File: config.mk
export PLATFORM = sky130hd
export DESIGN_NAME = fpr_fifo_pair
export DESIGN_NICKNAME = d
export VERILOG_FILES = /design/src/rtl/fpr_pkg.sv /design/src/rtl/fpr_fifo.sv /design/src/rtl/fpr_ctrl.sv /design/src/rtl/fpr_irq.sv /design/src/rtl/fpr_fifo_pair.sv
export SDC_FILE = /design/constraint.sdc
export NUM_CORES = 1
export LEC_CHECK = 0
export BUFFER_PORTS_ARGS = -buffer_cell sky130_fd_sc_hd__clkbuf_2
export CELL_PAD_IN_SITES_DETAIL_PLACEMENT = 1
export CELL_PAD_IN_SITES_GLOBAL_PLACEMENT = 1
export CORE_MARGIN = 2
export CORE_UTILIZATION = 57
export DETAILED_ROUTE_END_ITERATION = 10
export PLACE_DENSITY_LB_ADDON = 0.08
export SLEW_MARGIN = 10
export SYNTH_ARGS = -nofsm -noshare
export SYNTH_HDL_FRONTEND = slang
export SYNTH_SLANG_ARGS = --single-unit
File: constraint.sdc
create_clock -name clk -period 11.2 [get_ports clk]
set_clock_uncertainty 0.15 [all_clocks]
set_input_delay 2.24 -clock clk [delete_from_list [all_inputs] [get_ports clk]]
set_output_delay 2.24 -clock clk [all_outputs]
set_load 0.05 [all_outputs]
File: src/rtl/fpr_pkg.sv
package fpr_pkg;
   localparam int unsigned REG_ADDR_W = 3;

   typedef enum logic [REG_ADDR_W-1:0] {
      REG_CTRL  = 3'd0,
      REG_LEVEL = 3'd1,
      REG_TXD   = 3'd2,
      REG_RXD   = 3'd3,
      REG_ISR   = 3'd4,
      REG_IMR   = 3'd5
   } fpr_reg_e;

   // control register field positions
   localparam int unsigned FLUSH_RX_POS = 0;
   localparam int unsigned FLUSH_TX_POS = 1;
   localparam int unsigned RX_TRIG_POS  = 2;
   localparam int unsigned TX_TRIG_POS  = 5;

   // interrupt status positions
   localparam int unsigned IRQ_RX_REQ = 0;
   localparam int unsigned IRQ_TX_REQ = 1;
   localparam int unsigned IRQ_RX_UNF = 4;
   localparam int unsigned IRQ_TX_OVF = 5;
   localparam int unsigned STAT_W     = 8;

   localparam int unsigned LEVEL_FIELD_W = 4;
endpackage

File: src/rtl/fpr_fifo.sv
module fpr_fifo #(
   parameter int unsigned DATA_W = 32,
   parameter int unsigned DEPTH  = 8
) (
   input  logic              clk,
   input  logic              rst_n,
   input  logic              flush,
   input  logic              push,
   input  logic [DATA_W-1:0] push_data,
   input  logic              pop,
   output logic [DATA_W-1:0] head,
   output logic [$clog2(DEPTH+1)-1:0] count,
   output logic              full,
   output logic              empty
);
   localparam int unsigned PTR_W = $clog2(DEPTH);
   localparam int unsigned CNT_W = $clog2(DEPTH+1);
   localparam bit          POW2  = (DEPTH == (1 << PTR_W));

   if (DEPTH < 2) begin : g_depth_chk
      $error("fpr_fifo: DEPTH must be at least 2");
   end

   logic [DATA_W-1:0] mem [DEPTH];
   logic [PTR_W-1:0]  wr_ptr, rd_ptr, wr_nxt, rd_nxt;
   logic              do_push, do_pop;

   assign full    = (count == CNT_W'(DEPTH));
   assign empty   = (count == '0);
   assign do_push = push && !full && !flush;
   assign do_pop  = pop && !empty && !flush;
   assign head    = mem[rd_ptr];

   // pointer wrap: free for power-of-two depths, explicit compare otherwise
   if (POW2) begin : g_wrap_pow2
      assign wr_nxt = wr_ptr + 1'b1;
      assign rd_nxt = rd_ptr + 1'b1;
   end else begin : g_wrap_cmp
      assign wr_nxt = (wr_ptr == PTR_W'(DEPTH-1)) ? '0 : wr_ptr + 1'b1;
      assign rd_nxt = (rd_ptr == PTR_W'(DEPTH-1)) ? '0 : rd_ptr + 1'b1;
   end

   always_ff @(posedge clk) begin
      if (!rst_n || flush) begin
         wr_ptr <= '0;
         rd_ptr <= '0;
         count  <= '0;
      end else begin
         if (do_push) wr_ptr <= wr_nxt;
         if (do_pop)  rd_ptr <= rd_nxt;
         case ({do_push, do_pop})
            2'b10:   count <= count + 1'b1;
            2'b01:   count <= count - 1'b1;
            default: count <= count;
         endcase
      end
   end

   always_ff @(posedge clk) begin
      if (do_push) mem[wr_ptr] <= push_data;
   end

   AST_NO_OVERFLOW: assert property (@(posedge clk) disable iff (!rst_n)
      count <= CNT_W'(DEPTH));
   AST_FULL_PUSH_DROP: assert property (@(posedge clk) disable iff (!rst_n)
      (push && full && !pop && !flush) |=> $stable(count));
   AST_FLUSH_EMPTIES: assert property (@(posedge clk) disable iff (!rst_n)
      flush |=> (count == '0));
endmodule

File: src/rtl/fpr_ctrl.sv
module fpr_ctrl import fpr_pkg::*; #(
   parameter int unsigned TRIG_W = 3
) (
   input  logic              clk,
   input  logic              rst_n,
   input  logic              wr_en,
   input  logic [7:0]        wbyte,
   output logic              flush_rx,
   output logic              flush_tx,
   output logic [TRIG_W-1:0] rx_trig,
   output logic [TRIG_W-1:0] tx_trig
);
   if (TRIG_W > TX_TRIG_POS - RX_TRIG_POS || TX_TRIG_POS + TRIG_W > 8) begin : g_trig_chk
      $error("fpr_ctrl: trigger fields overlap or exceed the control byte");
   end

   // flush bits stay set for exactly one cycle, during which the queue resets
   always_ff @(posedge clk) begin
      if (!rst_n) begin
         flush_rx <= 1'b0;
         flush_tx <= 1'b0;
         rx_trig  <= '0;
         tx_trig  <= '0;
      end else if (wr_en) begin
         flush_rx <= wbyte[FLUSH_RX_POS];
         flush_tx <= wbyte[FLUSH_TX_POS];
         rx_trig  <= wbyte[RX_TRIG_POS +: TRIG_W];
         tx_trig  <= wbyte[TX_TRIG_POS +: TRIG_W];
      end else begin
         flush_rx <= 1'b0;
         flush_tx <= 1'b0;
      end
   end

   AST_FLUSH_RX_SELF_CLEAR: assert property (@(posedge clk) disable iff (!rst_n)
      (flush_rx && !wr_en) |=> !flush_rx);
   AST_FLUSH_TX_SELF_CLEAR: assert property (@(posedge clk) disable iff (!rst_n)
      (flush_tx && !wr_en) |=> !flush_tx);
endmodule

File: src/rtl/fpr_irq.sv
module fpr_irq #(
   parameter int unsigned     NSRC   = 8,
   parameter logic [NSRC-1:0] STICKY = '0
) (
   input  logic            clk,
   input  logic            rst_n,
   input  logic [NSRC-1:0] level_in,
   input  logic [NSRC-1:0] event_in,
   input  logic            clr_en,
   input  logic [NSRC-1:0] clr_bits,
   input  logic            mask_we,
   input  logic [NSRC-1:0] mask_in,
   output logic [NSRC-1:0] status,
   output logic [NSRC-1:0] mask,
   output logic            irq
);
   for (genvar i = 0; i < NSRC; i++) begin : g_src
      if (STICKY[i]) begin : g_sticky
         logic st_q;
         always_ff @(posedge clk) begin
            if (!rst_n)           st_q <= 1'b0;
            else if (event_in[i]) st_q <= 1'b1;
            else if (clr_en && clr_bits[i]) st_q <= 1'b0;
         end
         assign status[i] = st_q;

         AST_STICKY_HOLD: assert property (@(posedge clk) disable iff (!rst_n)
            (status[i] && !(clr_en && clr_bits[i])) |=> status[i]);
         AST_STICKY_CLEAR: assert property (@(posedge clk) disable iff (!rst_n)
            (clr_en && clr_bits[i] && !event_in[i]) |=> !status[i]);
      end else begin : g_level
         assign status[i] = level_in[i];
      end
   end

   always_ff @(posedge clk) begin
      if (!rst_n)       mask <= '0;
      else if (mask_we) mask <= mask_in;
   end

   assign irq = |(status & mask);

   AST_IRQ_QUIET_UNMASKED: assert property (@(posedge clk) disable iff (!rst_n)
      (mask == '0) |-> !irq);
endmodule

File: src/rtl/fpr_fifo_pair.sv
module fpr_fifo_pair import fpr_pkg::*; #(
   parameter int unsigned DATA_W = 32,
   parameter int unsigned DEPTH  = 8,
   parameter int unsigned TRIG_W = 3
) (
   input  logic                  clk,
   input  logic                  rst_n,
   input  logic                  reg_wr,
   input  logic                  reg_rd,
   input  logic [REG_ADDR_W-1:0] reg_addr,
   input  logic [DATA_W-1:0]     reg_wdata,
   output logic [DATA_W-1:0]     reg_rdata,
   input  logic                  eng_tx_pop,
   output logic [DATA_W-1:0]     eng_tx_data,
   output logic                  eng_tx_valid,
   input  logic                  eng_rx_push,
   input  logic [DATA_W-1:0]     eng_rx_data,
   output logic                  eng_rx_ready,
   output logic                  irq
);
   localparam int unsigned CNT_W = $clog2(DEPTH+1);
   localparam int unsigned CMP_W = ((CNT_W > TRIG_W) ? CNT_W : TRIG_W) + 1;
   localparam logic [STAT_W-1:0] STICKY_SET =
      STAT_W'((1 << IRQ_RX_UNF) | (1 << IRQ_TX_OVF));

   if (DEPTH > (1 << LEVEL_FIELD_W) - 1) begin : g_level_chk
      $error("fpr_fifo_pair: DEPTH does not fit the level status fields");
   end
   if (DATA_W < STAT_W) begin : g_width_chk
      $error("fpr_fifo_pair: DATA_W must hold a status byte");
   end

   logic wr_ctrl, wr_txd, wr_isr, wr_imr, rd_rxd;
   assign wr_ctrl = reg_wr && (reg_addr == REG_CTRL);
   assign wr_txd  = reg_wr && (reg_addr == REG_TXD);
   assign wr_isr  = reg_wr && (reg_addr == REG_ISR);
   assign wr_imr  = reg_wr && (reg_addr == REG_IMR);
   assign rd_rxd  = reg_rd && (reg_addr == REG_RXD);

   logic              flush_rx, flush_tx;
   logic [TRIG_W-1:0] rx_trig, tx_trig;

   fpr_ctrl #(.TRIG_W(TRIG_W)) u_ctrl (
      .clk      (clk),
      .rst_n    (rst_n),
      .wr_en    (wr_ctrl),
      .wbyte    (reg_wdata[7:0]),
      .flush_rx (flush_rx),
      .flush_tx (flush_tx),
      .rx_trig  (rx_trig),
      .tx_trig  (tx_trig)
   );

   logic [CNT_W-1:0]  tx_count, rx_count;
   logic              tx_full, tx_empty, rx_full, rx_empty;
   logic [DATA_W-1:0] rx_head;

   fpr_fifo #(.DATA_W(DATA_W), .DEPTH(DEPTH)) u_tx_fifo (
      .clk       (clk),
      .rst_n     (rst_n),
      .flush     (flush_tx),
      .push      (wr_txd),
      .push_data (reg_wdata),
      .pop       (eng_tx_pop),
      .head      (eng_tx_data),
      .count     (tx_count),
      .full      (tx_full),
      .empty     (tx_empty)
   );

   fpr_fifo #(.DATA_W(DATA_W), .DEPTH(DEPTH)) u_rx_fifo (
      .clk       (clk),
      .rst_n     (rst_n),
      .flush     (flush_rx),
      .push      (eng_rx_push),
      .push_data (eng_rx_data),
      .pop       (rd_rxd),
      .head      (rx_head),
      .count     (rx_count),
      .full      (rx_full),
      .empty     (rx_empty)
   );

   assign eng_tx_valid = !tx_empty;
   assign eng_rx_ready = !rx_full;

   // trigger comparison: code n requests at n+1 or more slots
   logic [CNT_W-1:0] tx_free;
   logic             rx_req, tx_req;
   assign tx_free = CNT_W'(DEPTH) - tx_count;
   assign rx_req  = CMP_W'(rx_count) > CMP_W'(rx_trig);
   assign tx_req  = CMP_W'(tx_free)  > CMP_W'(tx_trig);

   logic ovf_evt, unf_evt;
   assign ovf_evt = wr_txd && tx_full && !flush_tx;
   assign unf_evt = rd_rxd && rx_empty && !flush_rx;

   logic [STAT_W-1:0] level_src, event_src, isr, imr;
   always_comb begin
      level_src             = '0;
      level_src[IRQ_RX_REQ] = rx_req;
      level_src[IRQ_TX_REQ] = tx_req;
      event_src             = '0;
      event_src[IRQ_RX_UNF] = unf_evt;
      event_src[IRQ_TX_OVF] = ovf_evt;
   end

   fpr_irq #(.NSRC(STAT_W), .STICKY(STICKY_SET)) u_irq (
      .clk      (clk),
      .rst_n    (rst_n),
      .level_in (level_src),
      .event_in (event_src),
      .clr_en   (wr_isr),
      .clr_bits (reg_wdata[STAT_W-1:0]),
      .mask_we  (wr_imr),
      .mask_in  (reg_wdata[STAT_W-1:0]),
      .status   (isr),
      .mask     (imr),
      .irq      (irq)
   );

   // register read mux
   always_comb begin
      reg_rdata = '0;
      case (reg_addr)
         REG_CTRL: begin
            reg_rdata[FLUSH_RX_POS]            = flush_rx;
            reg_rdata[FLUSH_TX_POS]            = flush_tx;
            reg_rdata[RX_TRIG_POS +: TRIG_W]   = rx_trig;
            reg_rdata[TX_TRIG_POS +: TRIG_W]   = tx_trig;
         end
         REG_LEVEL: begin
            reg_rdata[LEVEL_FIELD_W +: LEVEL_FIELD_W] = LEVEL_FIELD_W'(tx_free);
            reg_rdata[0 +: LEVEL_FIELD_W]             = LEVEL_FIELD_W'(rx_count);
         end
         REG_RXD:  reg_rdata = rx_empty ? '0 : rx_head;
         REG_ISR:  reg_rdata[STAT_W-1:0] = isr;
         REG_IMR:  reg_rdata[STAT_W-1:0] = imr;
         default:  reg_rdata = '0;
      endcase
   end

   AST_OVF_FLAGGED: assert property (@(posedge clk) disable iff (!rst_n)
      ovf_evt |=> isr[IRQ_TX_OVF]);
   AST_UNF_FLAGGED: assert property (@(posedge clk) disable iff (!rst_n)
      (reg_rd && (reg_addr == REG_RXD) && rx_empty && !flush_rx) |=> isr[IRQ_RX_UNF]);
   AST_TX_FLUSH_EMPTIES: assert property (@(posedge clk) disable iff (!rst_n)
      flush_tx |=> eng_tx_valid == 1'b0);
endmodule

# Yosys cells after proc, flatten, opt, wreduce, memory -nomap -nowiden
# Memories as Yosys holds them, arrays and structs flattened. A register that Yosys moved wholly into a read port is not among the register bits.
# Index checks and enable logic that the tools add are counted.
# totals
romBits	0
elab_cells	92
mem_count	2
ff_bits	38
latchBits	0
out_inout_bits	67
in_bits	73
ramBits	512
# memory_table
name	words	word_bits	rd	rd_clocked_by_memory_dff	wr	line	source
u_rx_fifo.mem	8	32	1	1	1	fpr_fifo.sv:24	logic [DATA_W-1:0] mem [DEPTH];
u_tx_fifo.mem	8	32	1	1	1	fpr_fifo.sv:24	
# classes
div_mod_pow	0
n_addsub	9
muxes	17
n_shift	0
magnitude_cmp	2
bitwise	1
n_reduce_logical	37
n_eq_ne	11
multipliers	0
# op_table
cell	count
$pmux 8 s5	1
$mux 32	1
$mux 24	1
$logic_and 1x1->1	19
$pmux 4 s2	2
$add 3x1->3 const B	4
$mux 3	4
$add 4x1->4 const B	2
$and 6x8->8	1
$eq 4x4->1 const B	2
$gt 4x3->1	2
$logic_not 4->1	2
$mux 1	8
$reduce_bool 2->1	4
$reduce_or 8->1	1
$sub 4x1->4 const B	2
$logic_not 1->1	7
$eq 3x2->1 const B	2
$eq 3x3->1 const B	2
$eq 2x1->1 const B	2
$eq 2x2->1 const B	2
$sub 4x4->4 const A	1
$eq 3x1->1 const B	1
$logic_not 3->1	1
other kinds (2)	3

# Longest topological paths before layout
# Gate-level depths: netlist of the first run.
# depth
depth_word	6
depth_mapped	13
depth_no_buf	13

# Modules after synthesis
# A second synthesis of the first run with hierarchy kept.
# unflattened
cells_unflattened	1074
area_unflattened_um2	22476.6
# modules_own_cells
module	seq_area_each_um2	n_inst	area_each_um2	cells_per_inst
fpr_fifo	7947.6	2	10453.8	450
fpr_fifo_pair	0.0	1	817.0	107
fpr_irq	200.2	1	467.9	44
fpr_ctrl	160.2	1	284.0	23

# Worst setup path before layout of the first run
# Ideal clock, no wire load.
# synth_path
kind	input to output
from	input port reg_addr[2]
to	output port reg_rdata[4]
setup_slack_ns	5.036
path_buffers	0
t_required_ns	8.810
arrival_time_ns	3.774
stages	3
path_cell_list	nand3b_1 > nand2b_1 > o21ai_0
# synth_via
elab_chain_cells	2
word_cells_on_any_way	6
cone_classes	4 x eq/ne; 1 x mux; 1 x reduce/logical
# synth_lines
item	line	source
start: declaration	fpr_fifo_pair.sv:10	input logic [REG_ADDR_W-1:0] reg_addr,
$eq 3x3->1 (tied with other cells)	fpr_fifo_pair.sv:125	case (reg_addr)
$pmux 8 s5 *	fpr_fifo_pair.sv:125	
end: declaration	fpr_fifo_pair.sv:12	output logic [DATA_W-1:0] reg_rdata,
# Mark *: on every way between the ends. The rest lies on a longest branch, timed or not.

# Final worst setup path of the first run
# layout_path
from	input port reg_addr[2]
to	output port reg_rdata[3]
# Same word-level chain as after synthesis.

==> flow_summary.toml, run 1 <==
[clocking]
cts_tree = "built"
hold_buffers = 0
root_buffer = "clkbuf_16"
cts_setup_buffers = 0
cts_buffers = 54
clkLatencyLatePin_ps = 590
cts_max_level = 2
cts_resized = 0
clock-sinks = 556
path_clk_slew_ps = 60
clockBufferDepth = 3

[cells_and_area]
syn_to_final_growth_pct = 14.2
fin_nets = 1315
drive_above_1_share = 0.344
fill_cells = 3124
final_util = 0.660
multi_input_area_um2 = 5280
final-seq-area_um2 = 16300

[routing]
drt-pass1-iter-count = 5
drtIter0Drc = 573
route.final.wire_length_mm = 46.5
vias = 10466
drc = 0
drtAntennaViolNets = 0
avgViaCountPerCell = 5.87
wire_per_inst_um = 26.1

[synth]
synth_cell_types = 48
synth-seq-cells = 556
syn_area_per_cell_um2 = 20.6
netlist_area_um2 = 21700
yosys_warnings = 0
synth_top_area_cell = "edfxtp_1"
synthArstFlopShare = 0
synth_cells = 1055
synth_flop_cell = "edfxtp_1"
netlist.area_leader.share = 0.708
synth-seq-area-share = 0.749
synth_area_leaders = "edfxtp_1 (71%), mux4_2 (14%), dfxtp_1 (4.1%)"
synth_edf_count = 512
syn_nets = 1145

[hold_path]
min_path_cells = 2
hold_path_class = "reg -> reg"

[critical_path]
endpoint_kind = "primary output"
rr_worst_depth = 8
crit_family = "buffers and inverters"
worstSetupStartpointType = "primary input"
cpMaxStageDelayCell = "nand2b_1"
critPathBufInv = 3
worst-setup-path-type = "in -> out"
critPathMostFrequentCell = "clkbuf_2"
worstPathArrival_ps = 3970
cp_cell_sequence = "clkbuf_2 > nand3b_1 > nand2b_1 > buf_4 > o22ai_1 > clkbuf_2"
cp.depth = 6
required_ps = 8810
cp_max_fo = 25
crit_path_max_incr_delay_ps = 330

[die]
core.rowCount = 71
coreArea_um2 = 37600
die_area_um2 = 39600
ios = 140
die_w_um = 199
die_y_um = 199
initial_core_util = 0.577

[power]
power.density_nw_per_um2 = 174
peakVddDrop_uv = 147
power_leakage_uw = 0.00798

[outcome]
status = "complete, no violations"

[place]
gp_congestion = 0.789
port_buffers = 139
place_hpwl_mm = 27.0

[global_routing]
grt_pass1_wl_mm = 70.1
grt_pass1_vias = 11577
antenna_found_initial = 2
overflow = 0
grt_usage = 0.244
grt_max_degree = 65

[timing]
drv_slew = 0
setup_tns_ps = 0
hold_viol_final = 0
rsz0062_at_grt = "no"
fin_crit_ps = 6360
relSlewSlack = 0.376
period_share = 0.568
setup_viol = 0
tightest_slew_ps = 936
fmax_ghz = 0.157

[flow_run]
drv_cap = 0
final timing paths:
| path | startpoint | to | slack [ps] |
|---|---|---|---|
| max | reg_addr[2] | reg_rdata[3] | 4840 |
| min | u_irq.mask[6]$_SDFFE_PN0P_ | u_irq.mask[6]$_SDFFE_PN0P_ | 340 |
| max reg2reg | u_tx_fifo.count[0]$_SDFFE_PP0P_ | u_tx_fifo.mem[2][0]$_DFFE_PP_ | 8190 |
| min reg2reg | u_irq.mask[6]$_SDFFE_PN0P_ | u_irq.mask[6]$_SDFFE_PN0P_ | 340 |
Yosys cell counts (10+ instances only):
cell type,instances
edfxtp_1,512
mux4_2,131
nor2_1,59
dfxtp_1,44
mux2i_1,43
mux2_2,36
nand2_1,35
buf_2,19
ha_1,17
a21oi_1,14
clkbuf_1,14
xor2_1,12
nor2b_1,11
inv_1,10
nand2b_1,10
o21ai_0,10
report_power, final:
group	leakage [µW]	total, µW	switching (µW)	internal, µW
Combinational	0.00218	288	178	110
Sequential	0.00499	2320	22.2	2290
Clock	0.000815	1720	751	969
through the flow:
step                      area, µm²  hold slack, ps  total power (µW)  setup slack (ps)  cells
after floorplan               21700             290              2560              5040   1055
after detailed placement      23100             326              2650              4830   1680
final                         24800             335              4320              4840   1782
after CTS                     24800             334              4360              4800   1780
after global routing          24800             357              4450              4680   1780
after global placement        23100             321              2640              4800   1680
cells in the final DEF (no fill, tap or decap), types with 10 or more instances in the layout:
cell	synthesis	final
nand2_1	35	35
nor2_4	0	12
xor2_1	12	12
nand2b_1	10	10
inv_1	10	10
nor2_1	59	47
buf_4	4	23
mux2i_1	43	43
clkbuf_2	1	139
o21ai_0	10	10
dfxtp_1	44	39
ha_1	17	17
clkbuf_1	14	15
nor2b_1	11	11
mux2_2	36	36
clkbuf_16	0	57
edfxtp_1	512	512
a21oi_1	14	14
mux4_2	131	131
flip-flops by register name, indices dropped and copies added, names as in the netlist, named ones only:
name	count
u_rx_fifo.mem	256
u_tx_fifo.mem	256
u_irq.mask	8
u_rx_fifo.count	4
u_tx_fifo.count	4
u_ctrl.rx_trig	3
u_ctrl.tx_trig	3
u_rx_fifo.rd_ptr	3
u_rx_fifo.wr_ptr	3
u_tx_fifo.rd_ptr	3
u_tx_fifo.wr_ptr	3
u_irq.g_src.g_sticky.st_q	2
u_ctrl.flush_rx	1
u_ctrl.flush_tx	1
cell type report:
| class | instances | share of cell area |
|---|---|---|
| Multi-Input combinational cell | 440 | 0.213 |
| Inverter | 11 | 0.00172 |
| Timing Repair Buffer | 162 | 0.0350 |
| Clock inverter | 26 | 0.00712 |
| Clock buffer | 74 | 0.0609 |
| Antenna cell | 2 | 0.000202 |
| Sequential cell | 556 | 0.656 |
| Tap cell | 511 | 0.0258 |
tightest hold or removal path, stage by stage (launching register included):
cell      delay (ps)
dfxtp_1          310
nand2_1           50
a21boi_0          70
routing by layer:
layer / vias to the layer above / track usage / part of all wire
met5: - / 0 / 0.00028
met4: 2 / 0.0705 / 0.019
met3: 60 / 0.0462 / 0.048
met2: 253 / 0.432 / 0.53
met1: 5529 / 0.309 / 0.40
li1: 4622 / - / -
logic make-up after synthesis:
group	after synthesis	share of synthesized area
AOI/OAI and AO/OA	48	0.0140
xor gates and xnor gates	16	0.00646
adders and majority gates	17	0.00980
buffers and inverters	59	0.0128
DFF	556	0.749
muxes	210	0.174
and+or+nand+nor	149	0.0334
Note: power is estimated with default switching activity, not from simulation.
==> run 2: changes to the inputs <==
--- a/config.mk
+++ b/config.mk
@@ -9,7 +9,7 @@
 export CELL_PAD_IN_SITES_DETAIL_PLACEMENT = 1
 export CELL_PAD_IN_SITES_GLOBAL_PLACEMENT = 1
 export CORE_MARGIN = 2
-export CORE_UTILIZATION = 57
+export CORE_UTILIZATION = 48
 export DETAILED_ROUTE_END_ITERATION = 10
 export PLACE_DENSITY_LB_ADDON = 0.08
 export SLEW_MARGIN = 10
==> constraint.sdc (replaced) <==
create_clock -name clk -period 5.2 [get_ports clk]
set_clock_uncertainty 0.15 [all_clocks]
set_input_delay 1.04 -clock clk [delete_from_list [all_inputs] [get_ports clk]]
set_output_delay 1.04 -clock clk [all_outputs]
set_load 0.05 [all_outputs]
==> run 2 against run 1 <==
Compared with the run above: combinational power up 110%; largest cell class unchanged; hold slack worse by 7.1 ps; sequential cell count did not move; sequential power rose by 120%; worst setup slack lost 3800 ps; power rose by 120%; utilization shrank 9.5 points; clock-buffer cell count grew 10.
==> flow_summary.toml, run 2 (synthesized netlist as in run 1, its figures left out) <==
[critical_path]
crit_path_end = "reg_rdata[2]"
r2r_slack_ps = 2130
required_ps = 4010
endpoint_kind = "primary output"
cp_max_fo = 28
worstSetupStartpointType = "flip-flop"
worstPathArrival_ps = 2980
r2r_start = "u_tx_fifo.count[0]$_SDFFE_PP0P_"
rr_worst_depth = 13
worst-setup-path-type = "reg -> out"
reg2reg_to = "u_tx_fifo.count[2]$_SDFFE_PP0P_"

[cells_and_area]
final_util = 0.564
fill_cells = 3866
drive_above_1_share = 0.344
fin_nets = 1321
largest_registers = "u_rx_fifo.mem: 256 flops, u_tx_fifo.mem: 256 flops, u_irq.mask: 8 flops"
final_common_cell = "edfxtp_1"
fin_area_um2 = 25100
syn_to_final_growth_pct = 15.5
fin_cells = 1871
final_cell_mix = "edfxtp_1 (512), clkbuf_2 (139), mux4_2 (131), clkbuf_16 (59), nor2_1 (47)"

[clocking]
path_clk_slew_ps = 60
cts_max_level = 2
root_buffer = "clkbuf_16"
clkLatencyLatePin_ps = 610
cts_setup_buffers = 0
cts_resized = 0
hold_buffers = 0
cts_buffers = 57
cts_tree = "built"
clockBufferDepth = 3
clock-sinks = 556

[routing]
avgViaCountPerCell = 5.56
route.final.wire_length_mm = 45.5
vias = 10394
drtIter0Drc = 692
wire_per_inst_um = 24.3
drtAntennaViolNets = 0
drc = 0
drt-pass1-iter-count = 5

[timing]
period_share = 0.802
hold_viol_final = 0
drv_slew = 0
relSlewSlack = 0.323
tightest_slew_ps = 1010
rsz0062_at_grt = "no"
fmax_ghz = 0.240
setup_viol = 0
setup_slack_ps = 1030
setup_tns_ps = 0
fin_crit_ps = 4170

[flow_run]
drv_cap = 0

[place]
place_area_um2 = 23300
port_buffers = 139
dp_worst_setup_slack_ps = 1100
gp_congestion = 0.767
place_hpwl_mm = 27.1
placedCellCount = 1764

[outcome]
status = "complete, no violations"

[global_routing]
grt.met2_usage = 0.347
grt_pass1_vias = 11275
grt_max_degree = 39
gr-usage-met1 = 0.256
met3_usage = 0.0345
grt_pass1_wl_mm = 69.4
grt-busiest-layer = "met2"
grt_usage = 0.199
overflow = 0
antenna_found_initial = 5

[hold_path]
min_from = "u_irq.mask[6]$_SDFFE_PN0P_"
hold_path_class = "reg -> reg"

[die]
die_area_um2 = 46900
ios = 140
die_y_um = 217
coreArea_um2 = 44400
core.rowCount = 77
initial_core_util = 0.489
die_w_um = 217

[power]
power_leakage_uw = 0.00806
peakVddDrop_uv = 299
power.density_nw_per_um2 = 380
## run 2: cell types whose count changed in the layout (fill, tap and decap cells not counted), moves of 2 or more
cell	previous run	this run
clkinv_1	9	7
bufinv_16	1	4
clkbuf_1	15	24
clkinvlp_4	4	0
clkbuf_16	57	59
buf_12	0	4
## run 2: critical path, cell delays in order (launching register included)
cell and delay (ps):
dfxtp_4 730, buf_4 370, mux4_2 540, mux2i_1 280
o22ai_1 170, clkbuf_2 270
## run 2: report_power, final
| group | leakage [µW] | switching, µW | internal, µW | total (µW) |
|---|---|---|---|---|
| registers | 0.00499 | 49.3 | 4940 | 4990 |
| logic | 0.00221 | 379 | 240 | 619 |
| clock network | 0.000870 | 1620 | 2290 | 3910 |
## run 2: how the worst min path moves through the flow
stage,cells past startpoint,end,slack [ps]
2_1_floorplan,2,u_irq.mask[6]$_SDFFE_PN0P_,290
3_3_place_gp,2,u_irq.mask[6]$_SDFFE_PN0P_,320
3_5_place_dp,2,u_irq.mask[2]$_SDFFE_PN0P_,330
4_1_cts,2,u_irq.mask[6]$_SDFFE_PN0P_,340
5_1_grt,2,u_irq.mask[6]$_SDFFE_PN0P_,360
6_report,2,u_irq.mask[6]$_SDFFE_PN0P_,330
## run 2: routing by layer
layer	wire, µm	vias up
li1	-	4635
met1	18500	5448
met2	23800	231
met3	2110	76
met4	1040	4
met5	27	-
## run 2: layout make-up
class / instances / area [µm²] / share of cell area
sequential: 556 / 16300 / 0.649
antenna: 2 / 5.00 / 0.000200
timing repair buffer: 165 / 941 / 0.0375
multi-input combinational: 440 / 5280 / 0.211
tap: 592 / 741 / 0.0296
clock buffer: 84 / 1580 / 0.0631
inverter: 11 / 42.5 / 0.00170
clock inverter: 21 / 204 / 0.00814
## run 2: stage by stage
stage | power [µW] | hold slack, ps
final | 9520 | 328
after global routing | 9830 | 361
after CTS | 9620 | 337
after detailed placement | 5710 | 327
after global placement | 5700 | 318
after floorplan | 5500 | 290
==> run 3: changes to the inputs <==
==> constraint.sdc (replaced) <==
create_clock -name clk -period 3.5 [get_ports clk]
set_clock_uncertainty 0.15 [all_clocks]
set_input_delay 0.7 -clock clk [delete_from_list [all_inputs] [get_ports clk]]
set_output_delay 0.7 -clock clk [all_outputs]
set_load 0.05 [all_outputs]
==> run 3 against run 2 <==
Compared with the run above: routed wire length up 2.5%; power grew 51%; register-to-register slack lost 1500 ps; utilization is 2.1 points higher; clock-buffer cell count is 9 lower; final cell count grew 0.91%; global-route usage increased by 0.49 points; sequential share of layout area fell by 2.2 points; cell area up 3.6%; sequential cell count unchanged; largest power group unchanged.
==> flow_summary.toml, run 3 (synthesized netlist as in run 1, its figures left out) <==
[critical_path]
endpoint_kind = "primary output"
worstSetupStartpointType = "flip-flop"
cp_max_fo = 12
required_ps = 2650
worst-setup-path-type = "reg -> out"
worstPathArrival_ps = 2540

[global_routing]
overflow = 0
grt_pass1_wl_mm = 71.2
antenna_found_initial = 8
grt_usage = 0.204
grt_pass1_vias = 11461
grt_max_degree = 42

[cells_and_area]
final_common_cell = "edfxtp_1"
drive_above_1_share = 0.364
final_cell_mix = "edfxtp_1 (512), mux4_2 (131), clkbuf_2 (106), clkbuf_16 (58), buf_12 (48)"
fill_cells = 3825
final-seq-area_um2 = 16300
multi_input_area_um2 = 5330
fin_nets = 1337
syn_to_final_growth_pct = 19.7
largest_registers = "u_rx_fifo.mem: 256 flops, u_tx_fifo.mem: 256 flops, u_irq.mask: 8 flops"

[die]
die_area_um2 = 46900
ios = 140
die_y_um = 217
initial_core_util = 0.489
die_w_um = 217
coreArea_um2 = 44400
core.rowCount = 77

[place]
gp_congestion = 0.766
port_buffers = 139
place_hpwl_mm = 27.8
dp_worst_setup_slack_ps = 293

[timing]
relSlewSlack = 0.501
tightest_slew_ps = 746
hold_viol_final = 0
period_share = 0.967
setup_slack_ps = 115
fin_crit_ps = 3390
setup_viol = 0
fmax_ghz = 0.295
drv_slew = 0
setup_tns_ps = 0

[routing]
drc = 0
avgViaCountPerCell = 5.60
wire_per_inst_um = 24.7
route.final.wire_length_mm = 46.6
drtIter0Drc = 701
drtAntennaViolNets = 0
drt-pass1-iter-count = 4
vias = 10566

[clocking]
cts_tree = "built"
cts_buffers = 57
hold_buffers = 0
cts_max_level = 2
clockBufferDepth = 3
clkLatencyLatePin_ps = 630
path_clk_slew_ps = 60
root_buffer = "clkbuf_16"
clock-sinks = 556

[outcome]
status = "complete, no violations"

[power]
power.density_nw_per_um2 = 555
power_leakage_uw = 0.00833
peakVddDrop_uv = 439

[hold_path]
hold_path_class = "in -> reg"

[flow_run]
drv_cap = 0
[run 3: changes by cell type in the layout (fill, tap and decap cells not counted), sizes merged]
| cell | previous run | this run |
|---|---|---|
| buf | 26 | 75 |
| clkbuf | 223 | 181 |
| clkinv | 17 | 23 |
| bufinv | 4 | 6 |
| clkinvlp | 0 | 1 |
| diode | 2 | 3 |
[run 3: critical path, cell delays in order, from the launching register on]
cell and delay, ps:
dfxtp_4 520, buf_8 230, mux4_2 520, mux2i_1 160, o21ai_0 250, buf_12 240
[run 3: path summary, 6_finish.rpt]
check             depth (start not counted)                             from  slack, ps                               to
setup / recovery                          5                        flip-flop        110                     reg_rdata[4]
hold / removal                            1                  eng_rx_data[21]        200   u_rx_fifo.mem[5][21]$_DFFE_PP_
setup reg to reg                         13  u_tx_fifo.count[0]$_SDFFE_PP0P_        660  u_tx_fifo.count[2]$_SDFFE_PP0P_
hold reg to reg                           2       u_irq.mask[3]$_SDFFE_PN0P_        320       u_irq.mask[3]$_SDFFE_PN0P_
[run 3: area by class of cell]
class	count	area share
Sequential cell	556	0.627
Multi-Input combinational cell	440	0.205
Timing Repair Buffer	181	0.0658
Clock buffer	75	0.0591
Tap cell	592	0.0285
Clock inverter	30	0.0123
Inverter	11	0.00164
Antenna cell	3	0.000289
[run 3: per-stage QoR]
| step | utilization | hold slack [ps] | power [µW] | instance area (µm²) | cells |
|---|---|---|---|---|---|
| floorplan | - | 290 | 8180 | 21700 | 1055 |
| global placement | 0.541 | 311 | 8520 | 24000 | 1777 |
| detailed placement | 0.541 | 323 | 8550 | 24000 | 1777 |
| CTS | 0.584 | 162 | 14500 | 25900 | 1883 |
| global route | 0.585 | 192 | 14900 | 26000 | 1886 |
| finish | 0.585 | 198 | 14400 | 26000 | 1888 |
[run 3: what timing repair did]
item                       CTS  global route
pin swaps                    0             3
setup buffers                1             2
hold endpoints to repair     0             0
setup endpoints to repair   30            29
gates resized for setup      9            14
[run 3: power breakdown]
| group | internal (µW) | switching (µW) | leakage (µW) |
|---|---|---|---|
| logic | 421 | 608 | 0.00244 |
| registers | 7340 | 45.2 | 0.00499 |
| clock network | 3520 | 2470 | 0.000901 |
| total | 11300 | 3130 | 0.00833 |
[run 3: routing by layer]
metal / share of wire / track usage
met3: 0.049 / 0.0422
met1: 0.42 / 0.261
met5: 0.0014 / 0
met4: 0.019 / 0.0619
met2: 0.51 / 0.354
